### config.mk
export PLATFORM = sky130hd
export DESIGN_NAME = irsir_shaper
export DESIGN_NICKNAME = d
export VERILOG_FILES = /design/src/rtl/irsir_pkg.sv /design/src/rtl/irsir_sync.sv /design/src/rtl/irsir_tx_shaper.sv /design/src/rtl/irsir_rx_stretch.sv /design/src/rtl/irsir_shaper.sv
export SDC_FILE = /design/constraint.sdc
export NUM_CORES = 1
export LEC_CHECK = 0
export BUFFER_PORTS_ARGS = -buffer_cell sky130_fd_sc_hd__buf_2
export CAP_MARGIN = 30
export CORE_MARGIN = 4
export CORE_UTILIZATION = 35
export DETAILED_ROUTE_END_ITERATION = 10
export PLACE_DENSITY = 0.6
export SLEW_MARGIN = 20
export SYNTH_ARGS = -nofsm -noshare
export SYNTH_HDL_FRONTEND = slang
export SYNTH_HIERARCHICAL = 1
export SYNTH_SLANG_ARGS = --single-unit
### constraint.sdc
create_clock -name clk -period 3.4 [get_ports clk]
set_input_delay 0.68 -clock clk [delete_from_list [all_inputs] [get_ports clk]]
set_output_delay 0.68 -clock clk [all_outputs]
set_load 0.005 [all_outputs]
### src/rtl/irsir_pkg.sv
package irsir_pkg;
    // default shaping parameters for a 3.6864 MHz core clock
    parameter int unsigned IR_OVS_DEF     = 16;  // baud ticks per bit cell
    parameter int unsigned IR_PULSE_DEF   = 6;   // LED pulse width in clocks
    parameter int unsigned IR_STRETCH_DEF = 16;  // receive stretch in ticks
    parameter int unsigned IR_SYNC_DEF    = 2;   // synchronizer depth

    // width of a down-counter that must hold the value n
    function automatic int unsigned cnt_w(input int unsigned n);
        return (n < 2) ? 1 : $clog2(n + 1);
    endfunction
endpackage

### src/rtl/irsir_sync.sv
module irsir_sync #(
    parameter int unsigned STAGES  = 2,
    parameter logic        RST_VAL = 1'b1
) (
    input  logic clk,
    input  logic rst_n,
    input  logic clr,
    input  logic d,
    output logic q
);
    logic [STAGES-1:0] sh_d, sh_q;

    always_comb begin
        sh_d = {sh_q[STAGES-2:0], d};
        if (clr) begin
            sh_d = {STAGES{RST_VAL}};
        end
    end

    always_ff @(posedge clk or negedge rst_n) begin
        if (!rst_n) begin
            sh_q <= {STAGES{RST_VAL}};
        end else begin
            sh_q <= sh_d;
        end
    end

    assign q = sh_q[STAGES-1];
endmodule

### src/rtl/irsir_tx_shaper.sv
module irsir_tx_shaper
    import irsir_pkg::*;
#(
    parameter int unsigned OVS       = IR_OVS_DEF,
    parameter int unsigned PULSE_CYC = IR_PULSE_DEF
) (
    input  logic clk,
    input  logic rst_n,
    input  logic clr,
    input  logic tick,
    input  logic tx_nrz,
    output logic led
);
    localparam int unsigned PHW = (OVS < 2) ? 1 : $clog2(OVS);
    localparam int unsigned PCW = cnt_w(PULSE_CYC);
    localparam logic [PHW-1:0] PH_LAST = PHW'(OVS - 1);
    localparam logic [PHW-1:0] PH_ONE  = PHW'(1);
    localparam logic [PCW-1:0] PW_LOAD = PCW'(PULSE_CYC);

    typedef struct packed {
        logic           prev;   // tx level at the previous edge
        logic [PHW-1:0] phase;  // ticks elapsed in the current cell
        logic           bound;  // a cell ended at the previous edge
        logic [PCW-1:0] pcnt;   // remaining pulse cycles
        logic           led;    // registered LED drive
    } tx_st_t;

    localparam tx_st_t TX_RST = '{prev: 1'b1, phase: '0, bound: 1'b0,
                                  pcnt: '0, led: 1'b0};

    tx_st_t s_d, s_q;
    logic   fall, fire;

    always_comb begin
        s_d       = s_q;
        s_d.prev  = tx_nrz;
        s_d.bound = 1'b0;
        fall      = s_q.prev & ~tx_nrz;
        fire      = fall | (s_q.bound & ~tx_nrz);

        // bit cell tracking, realigned on every start edge
        if (fall) begin
            s_d.phase = tick ? PH_ONE : '0;
        end else if (tick) begin
            if (s_q.phase == PH_LAST) begin
                s_d.phase = '0;
                s_d.bound = 1'b1;
            end else begin
                s_d.phase = s_q.phase + PH_ONE;
            end
        end

        // fixed-width pulse timer in core clocks
        if (fire) begin
            s_d.pcnt = PW_LOAD;
        end else if (s_q.pcnt != '0) begin
            s_d.pcnt = s_q.pcnt - 1'b1;
        end
        s_d.led = (s_d.pcnt != '0);

        if (clr) begin
            s_d = TX_RST;
        end
    end

    always_ff @(posedge clk or negedge rst_n) begin
        if (!rst_n) begin
            s_q <= TX_RST;
        end else begin
            s_q <= s_d;
        end
    end

    assign led = s_q.led;
endmodule

### src/rtl/irsir_rx_stretch.sv
module irsir_rx_stretch
    import irsir_pkg::*;
#(
    parameter int unsigned STRETCH = IR_STRETCH_DEF
) (
    input  logic clk,
    input  logic rst_n,
    input  logic clr,
    input  logic tick,
    input  logic rx_lvl,
    output logic nrz
);
    localparam int unsigned SCW = cnt_w(STRETCH);
    localparam logic [SCW-1:0] ST_LOAD = SCW'(STRETCH);

    typedef struct packed {
        logic           prev;  // synchronized level at the previous edge
        logic [SCW-1:0] cnt;   // ticks left in the stretch
        logic           nrz;   // registered output
    } rx_st_t;

    localparam rx_st_t RX_RST = '{prev: 1'b1, cnt: '0, nrz: 1'b1};

    rx_st_t s_d, s_q;
    logic   fall;

    always_comb begin
        s_d      = s_q;
        s_d.prev = rx_lvl;
        fall     = s_q.prev & ~rx_lvl;

        if (fall) begin
            s_d.cnt = ST_LOAD;
        end else if (tick && (s_q.cnt != '0)) begin
            s_d.cnt = s_q.cnt - 1'b1;
        end
        s_d.nrz = (s_d.cnt == '0);

        if (clr) begin
            s_d = RX_RST;
        end
    end

    always_ff @(posedge clk or negedge rst_n) begin
        if (!rst_n) begin
            s_q <= RX_RST;
        end else begin
            s_q <= s_d;
        end
    end

    assign nrz = s_q.nrz;
endmodule

### src/rtl/irsir_shaper.sv
module irsir_shaper
    import irsir_pkg::*;
#(
    parameter int unsigned OVS       = IR_OVS_DEF,
    parameter int unsigned PULSE_CYC = IR_PULSE_DEF,
    parameter int unsigned STRETCH   = IR_STRETCH_DEF,
    parameter int unsigned SYNC_FF   = IR_SYNC_DEF
) (
    input  logic clk,
    input  logic rst_n,
    input  logic soft_rst,
    input  logic baud16_en,
    input  logic tx_nrz,
    output logic ir_tx,
    input  logic ir_rx_n,
    output logic rx_nrz,
    input  logic xcvr_on,
    output logic ir_sd_n
);
    typedef struct packed {
        logic sd_n;
    } top_st_t;

    top_st_t t_d, t_q;
    logic    rx_sync;

    irsir_tx_shaper #(.OVS(OVS), .PULSE_CYC(PULSE_CYC)) u_tx (
        .clk    (clk),
        .rst_n  (rst_n),
        .clr    (soft_rst),
        .tick   (baud16_en),
        .tx_nrz (tx_nrz),
        .led    (ir_tx)
    );

    irsir_sync #(.STAGES(SYNC_FF), .RST_VAL(1'b1)) u_sync (
        .clk   (clk),
        .rst_n (rst_n),
        .clr   (soft_rst),
        .d     (ir_rx_n),
        .q     (rx_sync)
    );

    irsir_rx_stretch #(.STRETCH(STRETCH)) u_rx (
        .clk    (clk),
        .rst_n  (rst_n),
        .clr    (soft_rst),
        .tick   (baud16_en),
        .rx_lvl (rx_sync),
        .nrz    (rx_nrz)
    );

    // shutdown pin is a plain output register outside the shaper reset
    always_comb begin
        t_d      = t_q;
        t_d.sd_n = xcvr_on;
    end

    always_ff @(posedge clk or negedge rst_n) begin
        if (!rst_n) begin
            t_q <= '{sd_n: 1'b0};
        end else begin
            t_q <= t_d;
        end
    end

    assign ir_sd_n = t_q.sd_n;
endmodule

# Word level (Yosys, flattened, before mapping)
# Cells that the tools add are included.
[classes] n_eq_ne=1 reduce_logical=6 bitwise=6 n_mux=13 addsub=3
[op_table] cell="5-bit 2-to-1 mux" n=3
[op_table] cell="10-bit 2-to-1 mux" n=1
[op_table] cell="3-bit nonzero test" n=3
[op_table] cell="4-bit 2-to-1 mux" n=2
[op_table] cell="7-bit 2-to-1 mux" n=1
[op_table] cell="3-bit 2-to-1 mux" n=2
[op_table] cell="5-bit logical NOT" n=1
[op_table] cell="5-bit nonzero test" n=1
[op_table] cell="5-bit by 1-bit subtractor with 5-bit output (second input constant)" n=1
[op_table] cell="4-bit by 1-bit adder with 4-bit output (second input constant)" n=1
[op_table] cell="4-bit == test (second input constant)" n=1
[op_table] cell="1-bit bitwise AND" n=3
[op_table] cell="1-bit 2-to-1 mux" n=3
[op_table] cell="3-bit by 1-bit subtractor with 3-bit output (second input constant)" n=1
[op_table] cell="2-bit 2-to-1 mux" n=1
[op_table] cell="1-bit inverter" n=2
[op_table] cell="1-bit logical AND" n=1
[op_table] cell="1-bit bitwise OR" n=1
[totals] output_inout_bits=3 register_bits=20

# Longest topological paths before layout
# Gate-level depths: netlist of run 1.
[depth] ltp_word=6 ltp_mapped=6 mapped_depth_nobuf=6

# Hierarchy
# Netlist of run 1, hierarchy kept.
[by_module_without_submodules] mod="irsir_tx_shaper" area_per_inst_um2=490.5 cells_per_inst=48 n_inst=1 seq_area_each_um2=251.5
[by_module_without_submodules] mod="irsir_rx_stretch" area_per_inst_um2=399.1 cells_per_inst=38 n_inst=1 seq_area_each_um2=177.7
[by_module_without_submodules] mod="irsir_sync" area_per_inst_um2=65.1 cells_per_inst=4 n_inst=1 seq_area_each_um2=52.6
[by_module_without_submodules] mod="irsir_shaper" area_per_inst_um2=25.0 cells_per_inst=1 n_inst=1 seq_area_each_um2=25.0

# Least setup slack after synthesis of run 1
# OpenSTA, ideal clock, no wires.
[synth_path] kind="flip-flop to flip-flop" start="reg u_rx/s_q[1] (netlist bit)" end="reg u_rx.s_q (netlist bit u_rx/nrz)" path_stages_with_launch=7 path_slack_ns=1.881 n_path_buf=0 arrival_ns=1.450 path_cell_list="dfrtp_1 inv_1 ha_1 nand2b_4 a311o_1 o21ba_1 a21oi_2"
[synth_rtl] item="start: declaration" line="irsir_rx_stretch.sv:24" text="rx_st_t s_d, s_q;"
[synth_rtl] item="start signal: assignment" line="irsir_rx_stretch.sv:46" text="s_q <= RX_RST;"
[synth_rtl] item="start signal: assignment" line="irsir_rx_stretch.sv:48" text="s_q <= s_d;"

==> flow_summary.toml, run 1 <==
[outcome]
status = "completed"

[worst_setup_path]
crit_slowest_cell = "dfrtp_1"
crit_path_end = "u_rx/nrz"
critPathRequiredTime_ns = 3.64
crit_type = "flop to flop"
rr_startpoint = "u_rx/s_q[1]"
worstPathCellList = "inv_1 -> ha_1 -> nand2b_4 -> a311o_1 -> o21ba_1 -> a21oi_2"
crit_fanout = 5
rrSetupSlack_ns = 1.76
r2r_cells = 6
critPathLaunchType = "flop"
cp-startpoint = "u_rx/s_q[1]"
worstSetupEndpointType = "flop"
cpPeakStageDelay_ns = 0.44
reg2reg_to = "u_rx/nrz"
worstPathArrival_ns = 1.88

[power]
p_leak_nw = 0.498
ir_worst_vdd_v = 0.000289
powerDensity_nw_per_um2 = 649

[floorplanning]
core_sq_um = 2570
fp.dieH_um = 60.9
start_util_pct = 38.2
num_rows = 18
io_pins = 10
dieArea_sq_um = 3710
die_w_um = 60.9

[placed_design]
portBuffers = 9
hpwl_mm = 1.22
placed_area_sq_um = 1060
gp_congestion = 0.804

[cells_and_area]
fin_area_sq_um = 1100
drive_gt1_share_pct = 24.0
nFillCells = 283
area_growth_pct = 12.1
antenna_cells = 0
register_area_sq_um = 507
finalNetCount = 117
multi_input_area_sq_um = 435

[synthesis]
synth_top_area_share_pct = 38.3
synth_nets = 103
synth_top_area_cell = "dfrtp_1"
synth_seq_area_share_pct = 51.7
yosys_warnings = 6
syn_area_per_cell_sq_um = 10.8
synth_cells = 91
synth_seq_cells = 20
synth.area.top_cells = "dfrtp_1 38%, dfstp_2 13%, ha_1 6.4%"
synthArstFlopShare_pct = 100
ys_types = 31
yosys_most_used_dff = "dfrtp_1"
synth_edf_count = 0
synth_area_sq_um = 980

[global_route]
grt_pass1_wl_mm = 3.08
overflow = 0
grtUsageTotal_pct = 11.4
grt_pass1_vias = 688
antenna_found_initial = 0
grt_max_degree = 21

[clocking]
cts_sinks = 20
post_cts_buffers = 0
post_cts_resized = 0
htreeDepth = 1
clkLatencyLatePin_ns = 0.30
cts_hold_buf = 0
cts_tree = "done"
clockRootBuffer = "clkbuf_4"
ctsLongestPathBuffers = 2
numCtsBuffers = 3
clk_pin_slew_ns = 0.11

[timing]
final.min_clock_period_ns = 1.64
hold_viol = 0
fin_skew_ns = 0.00555
fmax_mhz = 610
slew_headroom_pct = 70.4
slew_violations = 0
tns_ns = 0
setup_viol = 0
tightest_slew_ns = 0.443
rsz0062_at_grt = "false"
post-route-period-util_pct = 48.2

[job]
cap_violations = 0

[routing]
ant_nets = 0
routed_wl_mm = 1.67
vias = 676
via_per_inst = 5.04
wire_per_inst_um = 12.5
dr.pass1.iters = 4
drt_iter0_drc = 4
route.detailed.drc = 0

[worst_hold_path]
hold_path_class = "primary input to async pin"
==> sequential cells by signal, indices dropped and copies added (netlist names) <==
name	cells
u_tx/s_q	9
u_tx/led	1
ir_sd_n	1
u_rx/s_q	6
u_rx/nrz	1
u_sync/sh_q	2
==> how the worst min path moves through the flow <==
stage	startpoint	endpoint	slack, ns	depth (start not counted)
3_3_place_gp	u_tx/s_q[2]	u_tx/s_q[2]	0.52	2
4_1_cts	rst_n	u_tx/s_q[5]	0.31	1
2_1_floorplan	rst_n	ir_sd_n	0.38	0
3_5_place_dp	u_tx/s_q[2]	u_tx/s_q[2]	0.55	2
5_1_grt	rst_n	u_rx/s_q[2]	0.33	1
6_report	rst_n	u_tx/s_q[5]	0.31	1
==> power by group <==
part | leakage [nW] | internal, mW | switching [mW]
registers | 0.252 | 0.279 | 0.0351
clock network | 0.0210 | 0.0652 | 0.0718
logic | 0.225 | 0.132 | 0.130
total | 0.498 | 0.476 | 0.237
==> cell families after synthesis <==
| group | synth area share [%] |
|---|---|
| simple gates | 17.0 |
| compound gates | 15.6 |
| flops | 51.7 |
| buf+inv | 3.83 |
| xor+xnor | 4.47 |
| fa+ha+maj | 6.39 |
| mux | 1.02 |
==> cell usage in the layout (no fill, tap or decap), types with 3 or more instances in the layout <==
| cell type | n |
|---|---|
| dfrtp_1 | 15 |
| nor2_1 | 11 |
| inv_1 | 10 |
| buf_2 | 9 |
| nand2b_1 | 5 |
| ha_1 | 5 |
| dfstp_2 | 5 |
| clkbuf_4 | 3 |
| a21oi_1 | 3 |
| xnor2_1 | 3 |
| or2_1 | 3 |
==> synth_stat cells (all sizes together) (3+ instances only) <==
library cell,count
or2,4
ha,5
xnor2,3
a21oi,5
inv,10
nand2b,7
nor2,11
dfrtp,15
nand2,3
dfstp,5
==> layer usage <==
layer  global-route usage, %  share of wire, %
met3                    1.91               2.9
met2                    18.8                50
met1                    13.9                46
met5                       0                 0
met4                    6.50               1.1
==> critical path: cells and delay by family (launching register included) <==
kind                     cells  cell delay (ns)
AO/OA/AOI/OAI                3             0.64
flip-flops                   1             0.44
adder cells (fa/ha/maj)      1             0.27
AND/OR/NAND/NOR              1             0.16
buffers and inverters        1             0.06
==> metrics by stage <==
stage,total power [mW],util (%),hold slack [ns],setup slack [ns],instances
2_1_floorplan,0.523,-,0.384,1.88,91
3_3_place_gp,0.573,41.4,0.524,1.73,130
3_5_place_dp,0.583,41.4,0.546,1.70,130
4_1_cts,0.727,42.8,0.309,1.75,134
5_1_grt,0.774,42.8,0.329,1.67,134
6_report,0.713,42.8,0.309,1.76,134
==> cell type report <==
cell class	instances	share of cell area, %
Inverter	10	3.42
Timing Repair Buffer	9	4.10
Clock buffer	4	3.30
Multi-Input combinational cell	61	39.6
Tap cell	30	3.42
Sequential cell	20	46.1
Note: power is estimated with default switching activity, not from simulation.
==> inputs of run 2 (changes only) <==
--- a/config.mk
+++ b/config.mk
@@ -10,7 +10,7 @@
 export CORE_MARGIN = 4
 export CORE_UTILIZATION = 35
 export DETAILED_ROUTE_END_ITERATION = 10
-export PLACE_DENSITY = 0.6
+export PLACE_DENSITY = 0.62
 export SLEW_MARGIN = 20
 export SYNTH_ARGS = -nofsm -noshare
 export SYNTH_HDL_FRONTEND = slang
==> constraint.sdc (replaced) <==
create_clock -name clk -period 1.35 [get_ports clk]
set_input_delay 0.27 -clock clk [delete_from_list [all_inputs] [get_ports clk]]
set_output_delay 0.27 -clock clk [all_outputs]
set_load 0.005 [all_outputs]
==> run 2 against run 1 <==
  * Register-to-register slack worse by 1.8 ns
  * Power grew to 3.0 times the previous value
  * Setup slack worse by 1.8 ns
  * Combinational power grew to 3.5 times the previous value
  * Cell count is 5.2% higher
  * The flow now finishes with violations (setup timing)
  * Wire length is 3.4% higher
  * Highest routed layer unchanged
  * Worst hold slack worse by 0.22 ns
  * Design area is 12% higher
  * Fmax is 16% higher
==> flow_summary.toml, run 2 (synthesis gave the netlist of run 1 again) <==
[outcome]
status = "finished, violations left"
violations = "setup timing"

[floorplanning]
fp.dieH_um = 60.9
start_util_pct = 38.2
num_rows = 18
die_w_um = 60.9
core_sq_um = 2570
dieArea_sq_um = 3710
io_pins = 10

[worst_setup_path]
worstPathCellList = "inv_2 -> ha_4 -> nand2b_4 -> o31a_1 -> o21ba_1 -> a21oi_2"
cp_top_family = "compound AO/OA/AOI/OAI gates"
crit_slowest_cell = "dfrtp_1"
critPathRequiredTime_ns = 1.58
worstPathArrival_ns = 1.64
cpPeakStageDelay_ns = 0.41
critPathLaunchType = "flop"
crit_fanout = 5
crit_type = "flop to flop"
worstSetupEndpointType = "flop"
critPathBufInv = 1

[clocking]
post_cts_buffers = 0
clkLatencyLatePin_ns = 0.29
clk_pin_slew_ns = 0.12
cts_sinks = 20
ctsLongestPathBuffers = 2
htreeDepth = 1
numCtsBuffers = 3
clockRootBuffer = "clkbuf_4"
cts_tree = "done"

[timing]
setup_ws_ns = -0.0606
hold_viol = 0
post-route-period-util_pct = 104
tns_ns = -0.0606
tightest_slew_ns = 0.431
fmax_mhz = 709
slew_headroom_pct = 71.2
rsz0062_at_grt = "true"
setup_viol = 1
slew_violations = 0
fin_skew_ns = 0.00592
final.min_clock_period_ns = 1.41

[power]
finalPower_mw = 2.17
powerDensity_nw_per_um2 = 1770
p_leak_nw = 0.545
ir_worst_vdd_v = 0.00100

[cells_and_area]
final_cell_mix = "15 x dfrtp_1, 11 x nor2_1, 9 x buf_2"
reg_top3 = "u_tx/s_q x9, u_rx/s_q x6, u_sync/sh_q x2"
area_growth_pct = 25.0
regMostFlops = "u_tx/s_q"
antenna_cells = 0
final_cells = 141
largest_reg_flops = 9
utilization_pct = 47.7
drive_gt1_share_pct = 35.1
final_common_cell = "dfrtp_1"
finalNetCount = 124

[global_route]
grt_pass1_wl_mm = 2.99
overflow = 0
grt_pass1_vias = 693
grt_max_degree = 21
antenna_found_initial = 0
grtUsageTotal_pct = 11.0

[placed_design]
portBuffers = 9
dp_slack_ns = -0.0431
gp_congestion = 0.774
dp_cells = 136
hpwl_mm = 1.25

[routing]
via_per_inst = 4.96
wire_per_inst_um = 12.2
route.detailed.drc = 0
drt_iter0_drc = 20
vias = 699
dr.pass1.iters = 4
ant_nets = 0
routed_wl_mm = 1.73

[job]
cap_violations = 0

[worst_hold_path]
hold_path_class = "primary input to flop"
==> run 2: layout make-up <==
class / count / area [sq um]
Tap cell: 30 / 37.5
Sequential cell: 20 / 507
Timing Repair Buffer: 16 / 100
Inverter: 10 / 37.5
Multi-Input combinational cell: 61 / 490
Clock buffer: 3 / 22.5
Fill cell: 248 / 1340
Clock inverter: 1 / 30.0
==> run 2: repair_timing <==
action / 4_1_cts / 5_1_grt
pin swaps: 2 / 3
gates resized for setup: 4 / 4
endpoints found under the setup margin: 4 / 5
endpoints found under the hold margin: 15 / 0
hold buffers: 1 / 0
==> run 2: through the flow <==
step                      hold slack, ns  area, sq um
final                             0.0859         1220
after global routing              0.0501         1220
after CTS                         0.0549         1200
after detailed placement           0.247         1120
after global placement             0.245         1120
after floorplan                  -0.0256          992
==> run 2: report_power, final <==
group	leakage (nW)	switching (mW)	internal, mW
registers	0.252	0.0548	0.704
clock network	0.0279	0.185	0.300
logic	0.265	0.428	0.496
==> run 2: final timing paths <==
path                                   from        endpoint  slack [ns]  cells past startpoint
worst max-delay path            u_rx/s_q[2]        u_rx/nrz       -0.06                      6
worst min-delay path                xcvr_on         ir_sd_n        0.09                      1
worst max register to register  u_rx/s_q[2]        u_rx/nrz       -0.06                      6
worst min register to register  u_tx/s_q[2]     u_tx/s_q[2]        0.56                      2
max in group asynchronous             rst_n  u_sync/sh_q[1]        0.59                      2
min in group asynchronous             rst_n        u_tx/led        0.43                      2
==> run 2: per-layer routing <==
| metal | vias to the layer above | routed length, um | GRT usage (%) |
|---|---|---|---|
| met2 | 10 | 815 | 16.6 |
| met1 | 336 | 819 | 14.6 |
| met4 | 0 | 21 | 4.64 |
| met5 | - | 0 | 0 |
| li1 | 351 | - | - |
| met3 | 2 | 69 | 3.19 |
==> inputs of run 3 (changes only) <==
--- a/config.mk
+++ b/config.mk
@@ -10,7 +10,7 @@
 export CORE_MARGIN = 4
 export CORE_UTILIZATION = 35
 export DETAILED_ROUTE_END_ITERATION = 10
-export PLACE_DENSITY = 0.62
+export PLACE_DENSITY = 0.6
 export SLEW_MARGIN = 20
 export SYNTH_ARGS = -nofsm -noshare
 export SYNTH_HDL_FRONTEND = slang
==> constraint.sdc (replaced) <==
create_clock -name clk -period 1.6 [get_ports clk]
set_input_delay 0.32 -clock clk [delete_from_list [all_inputs] [get_ports clk]]
set_output_delay 0.32 -clock clk [all_outputs]
set_load 0.005 [all_outputs]
==> run 3 against run 2 <==
  * The run now ends clean
  * Setup slack gained 0.16 ns
  * Wire length down 9.4%
  * Die area unchanged
  * Clock power is 40% lower
  * Critical path depth unchanged
  * Sequential power is 14% lower
  * Cell count decreased by 2.8%
  * Design area decreased by 8.1%
  * Register-to-register slack improved by 0.16 ns
  * Critical endpoint unchanged
  * Largest cell class unchanged
==> flow_summary.toml, run 3 (synthesis gave the netlist of run 1 again) <==
[outcome]
status = "completed"

[global_route]
grt_max_degree = 21
grt_pass1_vias = 631
antenna_found_initial = 0
grtUsageTotal_pct = 10.2
grt_pass1_wl_mm = 2.67
overflow = 0

[cells_and_area]
largest_reg_flops = 9
utilization_pct = 43.9
area_growth_pct = 14.9
nFillCells = 252
reg_top3 = "u_tx/s_q x9, u_rx/s_q x6, u_sync/sh_q x2"
antenna_cells = 0
finalNetCount = 120
drive_gt1_share_pct = 26.2
final_cell_mix = "15 x dfrtp_1, 11 x nor2_1, 10 x inv_1"
final_common_cell = "dfrtp_1"
regMostFlops = "u_tx/s_q"

[placed_design]
portBuffers = 9
hpwl_mm = 1.11
gp_congestion = 0.777

[worst_setup_path]
critPathBufInv = 1
crit_fanout = 4
crit_type = "flop to flop"
cpPeakStageDelay_ns = 0.39
critPathLaunchType = "flop"
rr_startpoint = "u_rx/s_q[2]"
cp_top_family = "compound AO/OA/AOI/OAI gates"
r2r_cells = 6
crit_slowest_cell = "dfrtp_1"
critPathRequiredTime_ns = 1.85
worstSetupEndpointType = "flop"
reg2reg_to = "u_rx/nrz"
worstPathArrival_ns = 1.75
rrSetupSlack_ns = 0.10
worstPathCellList = "inv_1 -> ha_2 -> nand2b_4 -> a311o_1 -> o21ba_1 -> a21oi_2"

[clocking]
clockRootBuffer = "clkbuf_4"
numCtsBuffers = 3
htreeDepth = 1
clk_pin_slew_ns = 0.11
cts_tree = "done"
cts_sinks = 20
ctsLongestPathBuffers = 2
clkLatencyLatePin_ns = 0.30

[power]
p_leak_nw = 0.511
powerDensity_nw_per_um2 = 1390
ir_worst_vdd_v = 0.000679
finalPower_mw = 1.56

[floorplanning]
die_w_um = 60.9
core_sq_um = 2570
dieArea_sq_um = 3710
io_pins = 10
start_util_pct = 38.2
num_rows = 18
fp.dieH_um = 60.9

[worst_hold_path]
hold_path_startpoint = "xcvr_on"
hold_depth = 1
whs_endpoint = "ir_sd_n"
hold_path_class = "primary input to flop"

[routing]
via_per_inst = 5.05
wire_per_inst_um = 11.4
routed_wl_mm = 1.56
route.detailed.drc = 0
vias = 692
drt_iter0_drc = 15
dr.pass1.iters = 4
ant_nets = 0

[timing]
slew_violations = 0
setup_viol = 0
post-route-period-util_pct = 93.7
final.min_clock_period_ns = 1.50
rsz0062_at_grt = "false"
tightest_slew_ns = 0.432
hold_viol = 0
fmax_mhz = 667
fin_skew_ns = 0.0109
tns_ns = 0
slew_headroom_pct = 71.2

[job]
cap_violations = 0
## run 3: cell types whose count changed in the layout (fill, tap and decap cells not counted), moves of 2 or more
cell,previous run,this run
inv_2,2,0
buf_4,6,2
inv_1,8,10
ha_1,2,4
ha_4,3,0
## run 3: worst max path at each step
stage,startpoint,end,cells after the start
detailed placement,u_rx/s_q[2],u_rx/nrz,6
floorplan,u_rx/s_q[1],u_rx/nrz,6
CTS,u_rx/s_q[2],u_rx/nrz,6
global placement,u_rx/s_q[2],u_rx/nrz,6
global route,u_rx/s_q[2],u_rx/nrz,6
finish,u_rx/s_q[2],u_rx/nrz,6
## run 3: area by class of cell
class / instances / area, sq um / share of cell area [%]
multi-input combinational: 61 / 438 / 38.9
sequential: 20 / 507 / 45.0
inverter: 10 / 37.5 / 3.33
tap: 30 / 37.5 / 3.33
clock buffer: 4 / 36.3 / 3.22
timing repair buffer: 12 / 70.1 / 6.22
## run 3: repair_timing
action                                 in CTS  in global routing
setup endpoints to repair                   0                  1
endpoints found under the hold margin      15                  0
setup buffers                               0                  1
hold buffers                                1                  0
resized for setup                           0                  1
## run 3: routing by layer
layer,up-vias,track usage [%],wire [um],share of wire (%)
li1,345,-,-,-
met1,330,11.5,725,46
met5,-,0,0,0
met3,4,4.47,86,5.5
met2,13,16.2,718,46
met4,0,5.57,33,2.1
## run 3: stage by stage
step | cell area, sq um | std cells | hold WS (ns) | worst slack (ns)
detailed placement | 1070 | 131 | 0.289 | 0.0422
global placement | 1070 | 131 | 0.287 | 0.0861
floorplan | 980 | 91 | 0.0244 | 0.0814
global route | 1130 | 137 | 0.0870 | 0.0551
CTS | 1120 | 136 | 0.101 | 0.0169
finish | 1130 | 137 | 0.114 | 0.100
## run 3: where the power goes
part | internal [mW] | leakage [nW] | total, mW | switching (mW)
Combinational | 0.320 | 0.239 | 0.620 | 0.300
Clock | 0.139 | 0.0210 | 0.289 | 0.150
Sequential | 0.594 | 0.252 | 0.652 | 0.0584
